## config.mk

```make
export PLATFORM = sky130hd
export DESIGN_NAME = rmac_unit
export DESIGN_NICKNAME = d
export VERILOG_FILES = /design/src/rtl/rmac_pkg.sv /design/src/rtl/rmac_route_lut.sv /design/src/rtl/rmac_route_apply.sv /design/src/rtl/rmac_lane.sv /design/src/rtl/rmac_unit.sv
export SDC_FILE = /design/constraint.sdc
export NUM_CORES = 1
export LEC_CHECK = 0
export CAP_MARGIN = 20
export CELL_PAD_IN_SITES_DETAIL_PLACEMENT = 1
export CELL_PAD_IN_SITES_GLOBAL_PLACEMENT = 2
export CORE_MARGIN = 3
export CORE_UTILIZATION = 43
export CTS_BUF_LIST = sky130_fd_sc_hd__clkbuf_4
export DETAILED_ROUTE_END_ITERATION = 6
export HOLD_SLACK_MARGIN = 0.03
export PLACE_DENSITY_LB_ADDON = 0.05
export SYNTH_ARGS = -nofsm -noshare
export SYNTH_HDL_FRONTEND = slang
export SYNTH_SLANG_ARGS = --single-unit
```

## constraint.sdc

```tcl
create_clock -name clk -period 9.15 [get_ports clk]
set_clock_uncertainty 0.1 [all_clocks]
set_input_delay 1.83 -clock clk [delete_from_list [all_inputs] [get_ports clk]]
set_output_delay 1.83 -clock clk [all_outputs]
set_load 0.005 [all_outputs]
```

## src/rtl/rmac_pkg.sv

```systemverilog
package rmac_pkg;

   // number of residue digits carried per operand
   localparam int unsigned NDIG = 4;

   // which modular operation a routing table implements
   typedef enum logic {
      ROUTE_MUL,
      ROUTE_ADD
   } route_kind_e;

   // where the stage-3 partial sum is taken from
   typedef enum logic [1:0] {
      SRC_ACC = 2'd0,   // accumulator register
      SRC_WB  = 2'd1,   // value being written this cycle
      SRC_ADD = 2'd2    // stage-4 adder output
   } psum_src_e;

   function automatic int unsigned gcd_u(int unsigned a, int unsigned b);
      int unsigned x;
      int unsigned y;
      int unsigned t;
      x = a;
      y = b;
      while (y != 0) begin
         t = x % y;
         x = y;
         y = t;
      end
      return x;
   endfunction

endpackage

```

## src/rtl/rmac_route_lut.sv

```systemverilog
module rmac_route_lut
   import rmac_pkg::*;
#(
   parameter int unsigned MOD   = 7,
   parameter int unsigned DIG_W = 3,
   parameter route_kind_e KIND  = ROUTE_MUL
) (
   input  logic [DIG_W-1:0]                   operand_i,
   output logic [(1<<DIG_W)-1:0][DIG_W-1:0]   route_o
);
   localparam int unsigned LANE_W = 1 << DIG_W;

   // route_o[i] is the destination line of source line i
   if (KIND == ROUTE_MUL) begin : g_mul
      always_comb begin
         for (int unsigned i = 0; i < LANE_W; i++) begin
            if (i < MOD)
               route_o[i] = DIG_W'((i * 32'(operand_i)) % MOD);
            else
               route_o[i] = '0;
         end
      end
   end else begin : g_add
      always_comb begin
         for (int unsigned i = 0; i < LANE_W; i++) begin
            if (i < MOD)
               route_o[i] = DIG_W'((i + 32'(operand_i)) % MOD);
            else
               route_o[i] = '0;
         end
      end
   end

endmodule

```

## src/rtl/rmac_route_apply.sv

```systemverilog
module rmac_route_apply #(
   parameter int unsigned MOD   = 7,
   parameter int unsigned DIG_W = 3
) (
   input  logic [(1<<DIG_W)-1:0]              lines_i,
   input  logic [(1<<DIG_W)-1:0][DIG_W-1:0]   route_i,
   output logic [(1<<DIG_W)-1:0]              lines_o
);
   localparam int unsigned LANE_W = 1 << DIG_W;

   // each live source line lights its destination; lines above MOD are dead
   always_comb begin
      lines_o = '0;
      for (int unsigned i = 0; i < LANE_W; i++) begin
         if (i < MOD)
            lines_o[route_i[i]] = lines_o[route_i[i]] | lines_i[i];
      end
   end

endmodule

```

## src/rtl/rmac_lane.sv

```systemverilog
module rmac_lane
   import rmac_pkg::*;
#(
   parameter int unsigned MOD   = 7,
   parameter int unsigned DIG_W = 3
) (
   input  logic             clk,
   input  logic             clr,
   input  logic             wr_en,
   input  logic             take_bias,
   input  psum_src_e        psum_src,
   input  logic [DIG_W-1:0] feat_d,
   input  logic [DIG_W-1:0] wgt_d,
   input  logic [DIG_W-1:0] bias_d,
   output logic [DIG_W-1:0] acc_d
);
   localparam int unsigned LANE_W = 1 << DIG_W;

   typedef logic [LANE_W-1:0]            lines_t;
   typedef logic [LANE_W-1:0][DIG_W-1:0] route_t;

   localparam lines_t ZERO_LINES = lines_t'(1);

   function automatic lines_t to_lines(logic [DIG_W-1:0] d);
      lines_t l;
      l    = '0;
      l[d] = 1'b1;
      return l;
   endfunction

   function automatic logic [DIG_W-1:0] to_digit(lines_t l);
      logic [DIG_W-1:0] d;
      d = '0;
      for (int unsigned i = 0; i < LANE_W; i++)
         if (l[i]) d = d | DIG_W'(i);
      return d;
   endfunction

   // stage 1: encode feature, pick multiply routing from the weight
   lines_t           feat_lines;
   route_t           mul_route;
   lines_t           s1_feat;
   route_t           s1_route;
   logic [DIG_W-1:0] s1_bias;

   assign feat_lines = to_lines(feat_d);

   rmac_route_lut #(.MOD(MOD), .DIG_W(DIG_W), .KIND(ROUTE_MUL)) u_mul_lut (
      .operand_i (wgt_d),
      .route_o   (mul_route)
   );

   always_ff @(posedge clk) begin
      s1_feat  <= feat_lines;
      s1_route <= mul_route;
      s1_bias  <= bias_d;
   end

   // stage 2: apply multiply routing
   lines_t           prod_lines;
   lines_t           s2_prod;
   logic [DIG_W-1:0] s2_bias;

   rmac_route_apply #(.MOD(MOD), .DIG_W(DIG_W)) u_mul (
      .lines_i (s1_feat),
      .route_i (s1_route),
      .lines_o (prod_lines)
   );

   always_ff @(posedge clk) begin
      s2_prod <= prod_lines;
      s2_bias <= s1_bias;
   end

   // stage 3: pick add routing from the product, select the addend
   route_t add_route;
   lines_t addend;
   lines_t s3_route_dummy_unused;
   route_t s3_route;
   lines_t s3_addend;
   lines_t sum_lines;
   lines_t s4_sum;
   lines_t acc_lines;

   assign s3_route_dummy_unused = '0;

   rmac_route_lut #(.MOD(MOD), .DIG_W(DIG_W), .KIND(ROUTE_ADD)) u_add_lut (
      .operand_i (to_digit(s2_prod)),
      .route_o   (add_route)
   );

   always_comb begin
      if (take_bias) begin
         addend = to_lines(s2_bias);
      end else begin
         case (psum_src)
            SRC_ADD: addend = sum_lines;
            SRC_WB:  addend = s4_sum;
            default: addend = acc_lines;
         endcase
      end
   end

   always_ff @(posedge clk) begin
      s3_route  <= add_route;
      s3_addend <= addend;
   end

   // stage 4: apply add routing
   rmac_route_apply #(.MOD(MOD), .DIG_W(DIG_W)) u_add (
      .lines_i (s3_addend),
      .route_i (s3_route),
      .lines_o (sum_lines)
   );

   always_ff @(posedge clk) begin
      s4_sum <= sum_lines;
   end

   // stage 5: accumulator write, clear wins
   always_ff @(posedge clk) begin
      if (clr)
         acc_lines <= ZERO_LINES;
      else if (wr_en)
         acc_lines <= s4_sum;
   end

   assign acc_d = to_digit(acc_lines);

endmodule

```

## src/rtl/rmac_unit.sv

```systemverilog
module rmac_unit
   import rmac_pkg::*;
#(
   parameter int unsigned MOD0  = 2,
   parameter int unsigned MOD1  = 3,
   parameter int unsigned MOD2  = 5,
   parameter int unsigned MOD3  = 7,
   parameter int unsigned DIG_W = 3
) (
   input  logic                  clk,
   input  logic                  clr,
   input  logic                  in_valid,
   input  logic                  use_bias,
   input  logic [NDIG*DIG_W-1:0] feat_i,
   input  logic [NDIG*DIG_W-1:0] wgt_i,
   input  logic [NDIG*DIG_W-1:0] bias_i,
   output logic [NDIG*DIG_W-1:0] acc_o,
   output logic                  acc_vld_o
);
   localparam int unsigned MODS [NDIG] = '{MOD0, MOD1, MOD2, MOD3};
   localparam int unsigned LANE_W      = 1 << DIG_W;

   // elaboration-time parameter checks
   for (genvar i = 0; i < NDIG; i++) begin : g_mod_chk
      if (MODS[i] < 2 || MODS[i] > LANE_W) begin : g_bad_range
         $error("rmac_unit: modulus %0d does not fit a %0d-bit digit", MODS[i], DIG_W);
      end
      for (genvar j = i + 1; j < NDIG; j++) begin : g_pair
         if (gcd_u(MODS[i], MODS[j]) != 1) begin : g_bad_pair
            $error("rmac_unit: moduli %0d and %0d share a factor", MODS[i], MODS[j]);
         end
      end
   end

   // control pipeline: valid bits for stages 1..4, select for stages 1..2
   logic [4:1] vld;
   logic [2:1] bsel;
   psum_src_e  psum_src;

   always_ff @(posedge clk) begin
      if (clr)
         vld <= '0;
      else
         vld <= {vld[3:1], in_valid};
      bsel      <= {bsel[1], use_bias};
      acc_vld_o <= vld[4] & ~clr;
   end

   // nearest older operation still in flight supplies the partial sum
   always_comb begin
      if (vld[3])
         psum_src = SRC_ADD;
      else if (vld[4])
         psum_src = SRC_WB;
      else
         psum_src = SRC_ACC;
   end

   for (genvar g = 0; g < NDIG; g++) begin : g_lane
      rmac_lane #(.MOD(MODS[g]), .DIG_W(DIG_W)) u_lane (
         .clk       (clk),
         .clr       (clr),
         .wr_en     (vld[4]),
         .take_bias (bsel[2]),
         .psum_src  (psum_src),
         .feat_d    (feat_i[g*DIG_W +: DIG_W]),
         .wgt_d     (wgt_i[g*DIG_W +: DIG_W]),
         .bias_d    (bias_i[g*DIG_W +: DIG_W]),
         .acc_d     (acc_o[g*DIG_W +: DIG_W])
      );
   end

endmodule

```

==> results of run 1 <==
==> stage by stage <==
stage	power [mW]	std cells	setup WS [ns]	util
3_3_place_gp	2.883	1959	2.757	0.4617
2_1_floorplan	2.569	1588	3.775	-
6_report	3.772	2063	3.347	0.4858
5_1_grt	4.112	2063	3.031	0.4858
3_5_place_dp	2.937	1959	2.652	0.4617
4_1_cts	3.828	2062	3.390	0.4857
==> sequential cells by signal (all words and copies together) (netlist names) <==
signal,flops
g_lane.u_lane.acc_lines,26
g_lane.u_lane.s2_bias,12
vld,4
g_lane.u_lane.s3_addend,17
acc_vld_o,1
g_lane.u_lane.s1_route,36
g_lane.u_lane.s2_prod,22
g_lane.u_lane.s1_bias,12
bsel,2
g_lane.u_lane.s4_sum,26
g_lane.u_lane.s1_feat,16
g_lane.u_lane.s3_route,47
==> layer usage <==
| layer | wire (um) | share of wire |
|---|---|---|
| met1 | 16400 | 0.50 |
| met2 | 14780 | 0.45 |
| met3 | 898 | 0.028 |
| met4 | 560 | 0.017 |
| met5 | 0 | 0 |
==> synthesized netlist by cell type, types with 11 or more instances <==
cell type	number	share of area
a211oi_1	14	0.0078
a21o_1	11	0.0061
a21oi_1	82	0.030
a31oi_1	28	0.013
clkbuf_1	64	0.018
dfxtp_1	221	0.33
ha_1	101	0.094
inv_1	71	0.020
mux2_2	30	0.025
mux2i_1	54	0.040
nand2_1	141	0.039
nand2b_1	26	0.012
nand3_1	37	0.014
nand3b_1	24	0.013
nand4_1	13	0.0060
nor2_1	140	0.039
nor2b_1	46	0.021
nor3_1	29	0.011
nor3b_1	29	0.016
nor4_1	13	0.0060
o21ai_0	71	0.026
o22ai_1	16	0.0074
o31ai_1	14	0.0078
or2_2	11	0.0051
or4_1	13	0.0072
xnor2_1	58	0.038
xor2_1	15	0.0097
==> how the worst max path moves through the flow <==
stage / start / end / slack (ns) / cells after the start
after detailed placement: wgt_i[6] / g_lane[2].u_lane.s1_route[10] / 2.65 / 18
after floorplan: wgt_i[6] / g_lane[2].u_lane.s1_route[10] / 3.77 / 17
after global routing: wgt_i[6] / g_lane[2].u_lane.s1_route[10] / 3.03 / 18
after global placement: wgt_i[6] / g_lane[2].u_lane.s1_route[10] / 2.76 / 18
final: wgt_i[6] / g_lane[2].u_lane.s1_route[10] / 3.35 / 18
after CTS: wgt_i[6] / g_lane[2].u_lane.s1_route[10] / 3.39 / 18
==> power by group through the flow <==
stage                     clock (mW)  sequential [mW]  combinational, mW
after global placement             0             1.47               1.41
after detailed placement           0             1.48               1.46
after CTS                      0.904             1.45               1.47
final                          0.861             1.46               1.45
after global routing           0.955             1.50               1.66
after floorplan                    0             1.26               1.31
==> layout make-up <==
| cell class | count | area, um2 |
|---|---|---|
| Antenna cell | 1 | 2.502 |
| Tap cell | 396 | 495.5 |
| Clock buffer | 86 | 645.6 |
| Timing Repair Buffer | 55 | 533.0 |
| Clock inverter | 17 | 92.59 |
| Inverter | 73 | 274.0 |
| Sequential cell | 221 | 4424 |
| Fill cell | 3685 | 15810 |
| Multi-Input combinational cell | 1214 | 8469 |
==> kinds of logic (layout without fill, tap and decap cells) <==
logic type,Yosys count,after routing
AOI/OAI and AO/OA,361,361
xor gates and xnor gates,73,73
adders and majority gates,105,105
buffers and inverters,153,231
DFF,221,221
muxes,84,84
other,1,3
and+or+nand+nor,589,589
==> worst reg2reg max path, stage by stage (launching register included) <==
cell      delay [ns]
dfxtp_1         0.54
nor3b_1         0.34
nor2b_1         0.14
a221o_1         0.40
a211oi_4        0.43
o31ai_1         0.19
a221oi_2        0.34
nand4_1         0.19
nor2_1          0.39
nand2_1         0.11
a211o_1         0.35
a31o_1          0.23
==> results.yml, run 1 <==
clock_network:
  cts.repair.resized: 0
  cts_setup_buffers: 0
  clk_path_buf_depth: 3
  ctsHoldBuffers: 0
  cts_tree: "done"
  cts-root-buf: "clkbuf_4"
  cts.sinks: 221
  insertion_delay_ns: 0.71
  htreeDepth: 2
  numCtsBuffers: 59
  clkTransAtPathRegs_ns: 0.06
grt:
  met1_usage: 0.2655
  met2_usage: 0.3197
  grt-ovfl-total: 0
  grt_pass1_wl_um: 55900
  grt_pass1_vias: 11580
  antenna_found_initial: 1
  grt_use_total: 0.1941
  grt_max_degree: 32
  use_met3: 0.03094
  grt-busiest-layer: "met2"
critical_path:
  crit_type: "input port to register"
  reg2reg_depth: 11
  worstReg2RegEnd: "g_lane[3].u_lane.s3_addend[1]"
  cpMostUsedCell: "ha_1"
  arrival_ns: 6.25
  reg2reg_from: "g_lane[3].u_lane.s3_route[4]"
  startpoint_type: "input port"
  cp_top_family: "adder cells"
  cp_slowest_cell: "or4b_2"
  crit_buf_inv: 3
  crit_required_ns: 9.59
  cp-end-kind: "register"
  ff2ff_setup_slack_ns: 5.31
  worstPathCellList: "clkdlybuf4s50_1 > ha_1 > fa_1 > xor2_1 > inv_1 > ha_1 > o21ai_0 > xnor2_1 > ha_1 > nand2_1 > or4b_2 > a31oi_1 > xnor2_1 > ha_1 > inv_1 > o21ai_0 > nand2_1 > mux2i_1"
  cpPeakStageDelay_ns: 0.65
  crit_path_max_fanout: 10
cells_and_area:
  nets: 1769
  areaGrowthSynthToFinish_pct: 10.64
  fin_area_mm2: 0.01494
  mostFrequentLayoutCell: "dfxtp_1"
  final_cell_mix: "dfxtp_1 (221), nand2_1 (141), nor2_1 (140)"
  drive_gt1_frac: 0.09724
synthesis:
  netlist-cell-type-count: 93
  syn_area_mm2: 0.01350
  yosys-mux-area-fraction: 0.06506
  synth_edf_count: 0
  synthSimpleGateAreaFrac: 0.2332
  synth-seq-cells: 221
  yosys_most_used_dff: "dfxtp_1"
  ys_async_sr_fraction: 0
  synth_top_family_by_area: "simple AND/OR/NAND/NOR gates"
  synthCells: 1587
  synth_warnings: 0
  synth_compound_area_frac: 0.1816
  yosysSeqAreaShare: 0.3277
  synthAdderAreaFrac: 0.09954
  syn_avg_cell_area_um2: 8.507
  synth-xor-area-share: 0.04736
run:
  cap_violations: 0
route:
  wirelength_um: 32640
  vias: 11460
  drtPass1Iterations: 5
  drc_errors: 0
  drt_iter0_markers: 393
  vias_per_cell: 5.555
  wl_per_cell_um: 15.82
  antenna_left: 0
sta:
  rsz0062_at_grt: "false"
  fin_setup_tns_ns: 0
  fin_hold_ws_ns: 0.2293
  relSlewSlack: 0.5175
  hold_violations: 0
  fmax_mhz: 172.3
  slew_viol_final: 0
  fin_crit_sh: 0.6342
  min_period_ns: 5.803
  worstMarginPinSlew_ns: 0.7227
  finalSetupViolCount: 0
power_and_ir_drop:
  pwr-share-seq: 0.386
  leakage_nw: 6.113
  intPower_mw: 2.258
  power.share.clock: 0.228
  power_per_cell_area_mw_per_mm2: 252.5
  p_switching_mw: 1.514
  ir_worst_vdd_uv: 120.5
  pwr-share-comb: 0.385
  netSwitchingFraction: 0.4014
floorplan:
  die_y_um: 183.2
  io_pins: 53
  die_area_mm2: 0.03356
  start_util: 0.4390
  rows: 64
  die_w_um: 183.2
  coreArea_mm2: 0.03075
hold_path:
  hold_path_depth: 0
  hold_path_class: "register to register"
  min_from: "g_lane[3].u_lane.s1_bias[1]"
  holdPathEnd: "g_lane[3].u_lane.s2_bias[1]"
status:
  outcome: "finished clean"
placed_design:
  dpl_cell_area_mm2: 0.01420
  io_buffer_count: 48
  gp_congestion: 0.7954
  place_hpwl_um: 24520
(Power assumes the default switching activity.)
==> run 2, diff against run 1 <==
--- a/config.mk
+++ b/config.mk
@@ -9,7 +9,7 @@
 export CELL_PAD_IN_SITES_DETAIL_PLACEMENT = 1
 export CELL_PAD_IN_SITES_GLOBAL_PLACEMENT = 2
 export CORE_MARGIN = 3
-export CORE_UTILIZATION = 43
+export CORE_UTILIZATION = 36
 export CTS_BUF_LIST = sky130_fd_sc_hd__clkbuf_4
 export DETAILED_ROUTE_END_ITERATION = 6
 export HOLD_SLACK_MARGIN = 0.03
==> constraint.sdc (replaced) <==
create_clock -name clk -period 4.7 [get_ports clk]
set_clock_uncertainty 0.1 [all_clocks]
set_input_delay 0.94 -clock clk [delete_from_list [all_inputs] [get_ports clk]]
set_output_delay 0.94 -clock clk [all_outputs]
set_load 0.005 [all_outputs]
==> run 2 against run 1 <==
Sequential share of layout area shrank 0.65 points; die area grew 19%; utilization shrank 7.1 points; hold slack lost 0.027 ns; clock power grew 95%; routed wire length grew 5.0%; largest cell class unchanged; critical path depth is the same; non-clock buffer count grew 31; total power grew 97%; first-iteration DRC count grew 1.0%; global-route usage shrank 2.2 points; sequential power grew 96%; highest routed layer unchanged.
==> results.yml, run 2 (same netlist as run 1, synthesis figures left out) <==
sta:
  slew_viol_final: 0
  finalSetupViolCount: 0
  worstMarginPinSlew_ns: 0.7590
  rsz0062_at_grt: "false"
  relSlewSlack: 0.4809
  fmax_mhz: 235.3
  hold_violations: 0
  min_period_ns: 4.250
  fin_crit_sh: 0.9042
hold_path:
  holdPathEnd: "g_lane[1].u_lane.s2_bias[1]"
  min_from: "g_lane[1].u_lane.s1_bias[1]"
  hold_path_depth: 0
  hold_path_class: "register to register"
cells_and_area:
  fillCellCount: 4366
  areaGrowthSynthToFinish_pct: 13.13
  final_cell_mix: "dfxtp_1 (221), nand2_1 (141), nor2_1 (140)"
  nets: 1800
  top_regs: "g_lane.u_lane.s3_route x47, g_lane.u_lane.s1_route x36"
  largest-register: "g_lane.u_lane.s3_route"
  drive_gt1_frac: 0.1154
  final_cells: 2168
  largest_reg_flops: 47
  fin_area_mm2: 0.01527
  mostFrequentLayoutCell: "dfxtp_1"
critical_path:
  cp_slowest_cell: "or4b_2"
  cp-end-kind: "register"
  crit_path_max_fanout: 3
  cpPeakStageDelay_ns: 0.61
  reg2reg_from: "g_lane[3].u_lane.s3_route[4]"
  crit_path_start: "wgt_i[6]"
  arrival_ns: 4.76
  worstReg2RegEnd: "g_lane[3].u_lane.s3_addend[1]"
  startpoint_type: "input port"
  cpMostUsedCell: "ha_1"
  crit_type: "input port to register"
  worstPathCellList: "clkdlybuf4s50_1 > ha_1 > fa_1 > xor2_1 > inv_1 > ha_1 > o21ai_0 > xnor2_1 > ha_1 > nand2_1 > or4b_2 > a31oi_1 > xnor2_1 > ha_1 > inv_1 > o21ai_0 > nand2_1 > mux2i_1"
  ff2ff_setup_slack_ns: 0.74
  reg2reg_depth: 11
  crit_required_ns: 5.21
clock_network:
  cts-root-buf: "clkbuf_4"
  cts_setup_buffers: 0
  ctsHoldBuffers: 0
  clkTransAtPathRegs_ns: 0.07
  cts.repair.resized: 0
  clk_path_buf_depth: 3
  cts.sinks: 221
  numCtsBuffers: 59
  htreeDepth: 2
  cts_tree: "done"
  insertion_delay_ns: 0.77
placed_design:
  numPlacedInstances: 2062
  gp_congestion: 0.7990
  place_hpwl_um: 25910
  dpl_cell_area_mm2: 0.01452
  io_buffer_count: 48
power_and_ir_drop:
  ir_worst_vdd_uv: 171.8
  power_per_cell_area_mw_per_mm2: 485.9
  finalPower_mw: 7.421
  leakage_nw: 6.268
floorplan:
  rows: 70
  io_pins: 53
  start_util: 0.3670
  die_y_um: 199.7
  die_w_um: 199.7
  die_area_mm2: 0.03986
  coreArea_mm2: 0.03679
grt:
  grt_use_total: 0.1720
  antenna_found_initial: 1
  grt_max_degree: 32
  grt-ovfl-total: 0
  grt_pass1_vias: 11610
  grt_pass1_wl_um: 57230
route:
  drt_iter0_markers: 397
  drc_errors: 0
  drtPass1Iterations: 4
  wirelength_um: 34290
  antenna_left: 0
  wl_per_cell_um: 15.81
  vias_per_cell: 5.320
  vias: 11530
run:
  cap_violations: 0
status:
  outcome: "finished clean"
run 2: changes by cell type in the layout (fill, tap and decap cells not counted):
cell,previous run,this run
inv_8,0,1
diode_2,1,2
clkinv_2,2,5
clkbuf_4,86,84
clkinvlp_4,0,1
clkinv_1,14,12
buf_4,7,38
run 2: power by group:
part           leakage, nW  internal [mW]  switching [mW]  total, mW
clock network        0.448          0.880           0.800       1.68
logic                 3.99           1.29            1.59       2.88
registers             1.83           2.25           0.605       2.86
run 2: worst max path at each step:
stage,to,cells past startpoint
global route,g_lane[2].u_lane.s1_route[10],18
CTS,g_lane[2].u_lane.s1_route[10],18
floorplan,g_lane[2].u_lane.s1_route[10],17
global placement,g_lane[2].u_lane.s1_route[10],18
finish,g_lane[2].u_lane.s1_route[10],18
detailed placement,g_lane[2].u_lane.s1_route[10],18
run 2: metrics by stage:
step | worst slack [ns] | util | hold WS [ns] | TNS [ns]
floorplan | 0.2145 | - | 0.2096 | 0
global placement | -0.3097 | 0.3947 | 0.2103 | -0.7810
finish | 0.4503 | 0.4152 | 0.2021 | 0
global route | 0.1039 | 0.4152 | 0.1859 | 0
detailed placement | -0.3440 | 0.3947 | 0.2132 | -0.8857
CTS | 0.5170 | 0.4151 | 0.2099 | 0
run 2: layout make-up:
type	instances	area, um2	area share
multi-input combinational	1214	8469	0.5545
sequential	221	4424	0.2897
timing repair buffer	86	765.7	0.05014
clock buffer	84	630.6	0.04129
tap	468	585.6	0.03834
inverter	73	274.0	0.01794
clock inverter	20	118.9	0.007782
antenna	2	5.005	0.0003277
run 2: critical path, delay by kind of cell:
| kind | cells | cell delay [ns] |
|---|---|---|
| buffers and inverters | 3 | 0.54 |
| adder cells (fa/ha/maj) | 5 | 1.24 |
| multiplexers | 1 | 0.14 |
| AO/OA/AOI/OAI | 3 | 0.59 |
| XOR/XNOR | 3 | 0.52 |
| AND/OR/NAND/NOR | 3 | 0.79 |
run 2: per-layer routing:
layer,part of all wire,GRT usage
met3,0.035,0.02799
met2,0.47,0.2869
met4,0.018,0.05505
met1,0.48,0.2279
met5,0,0
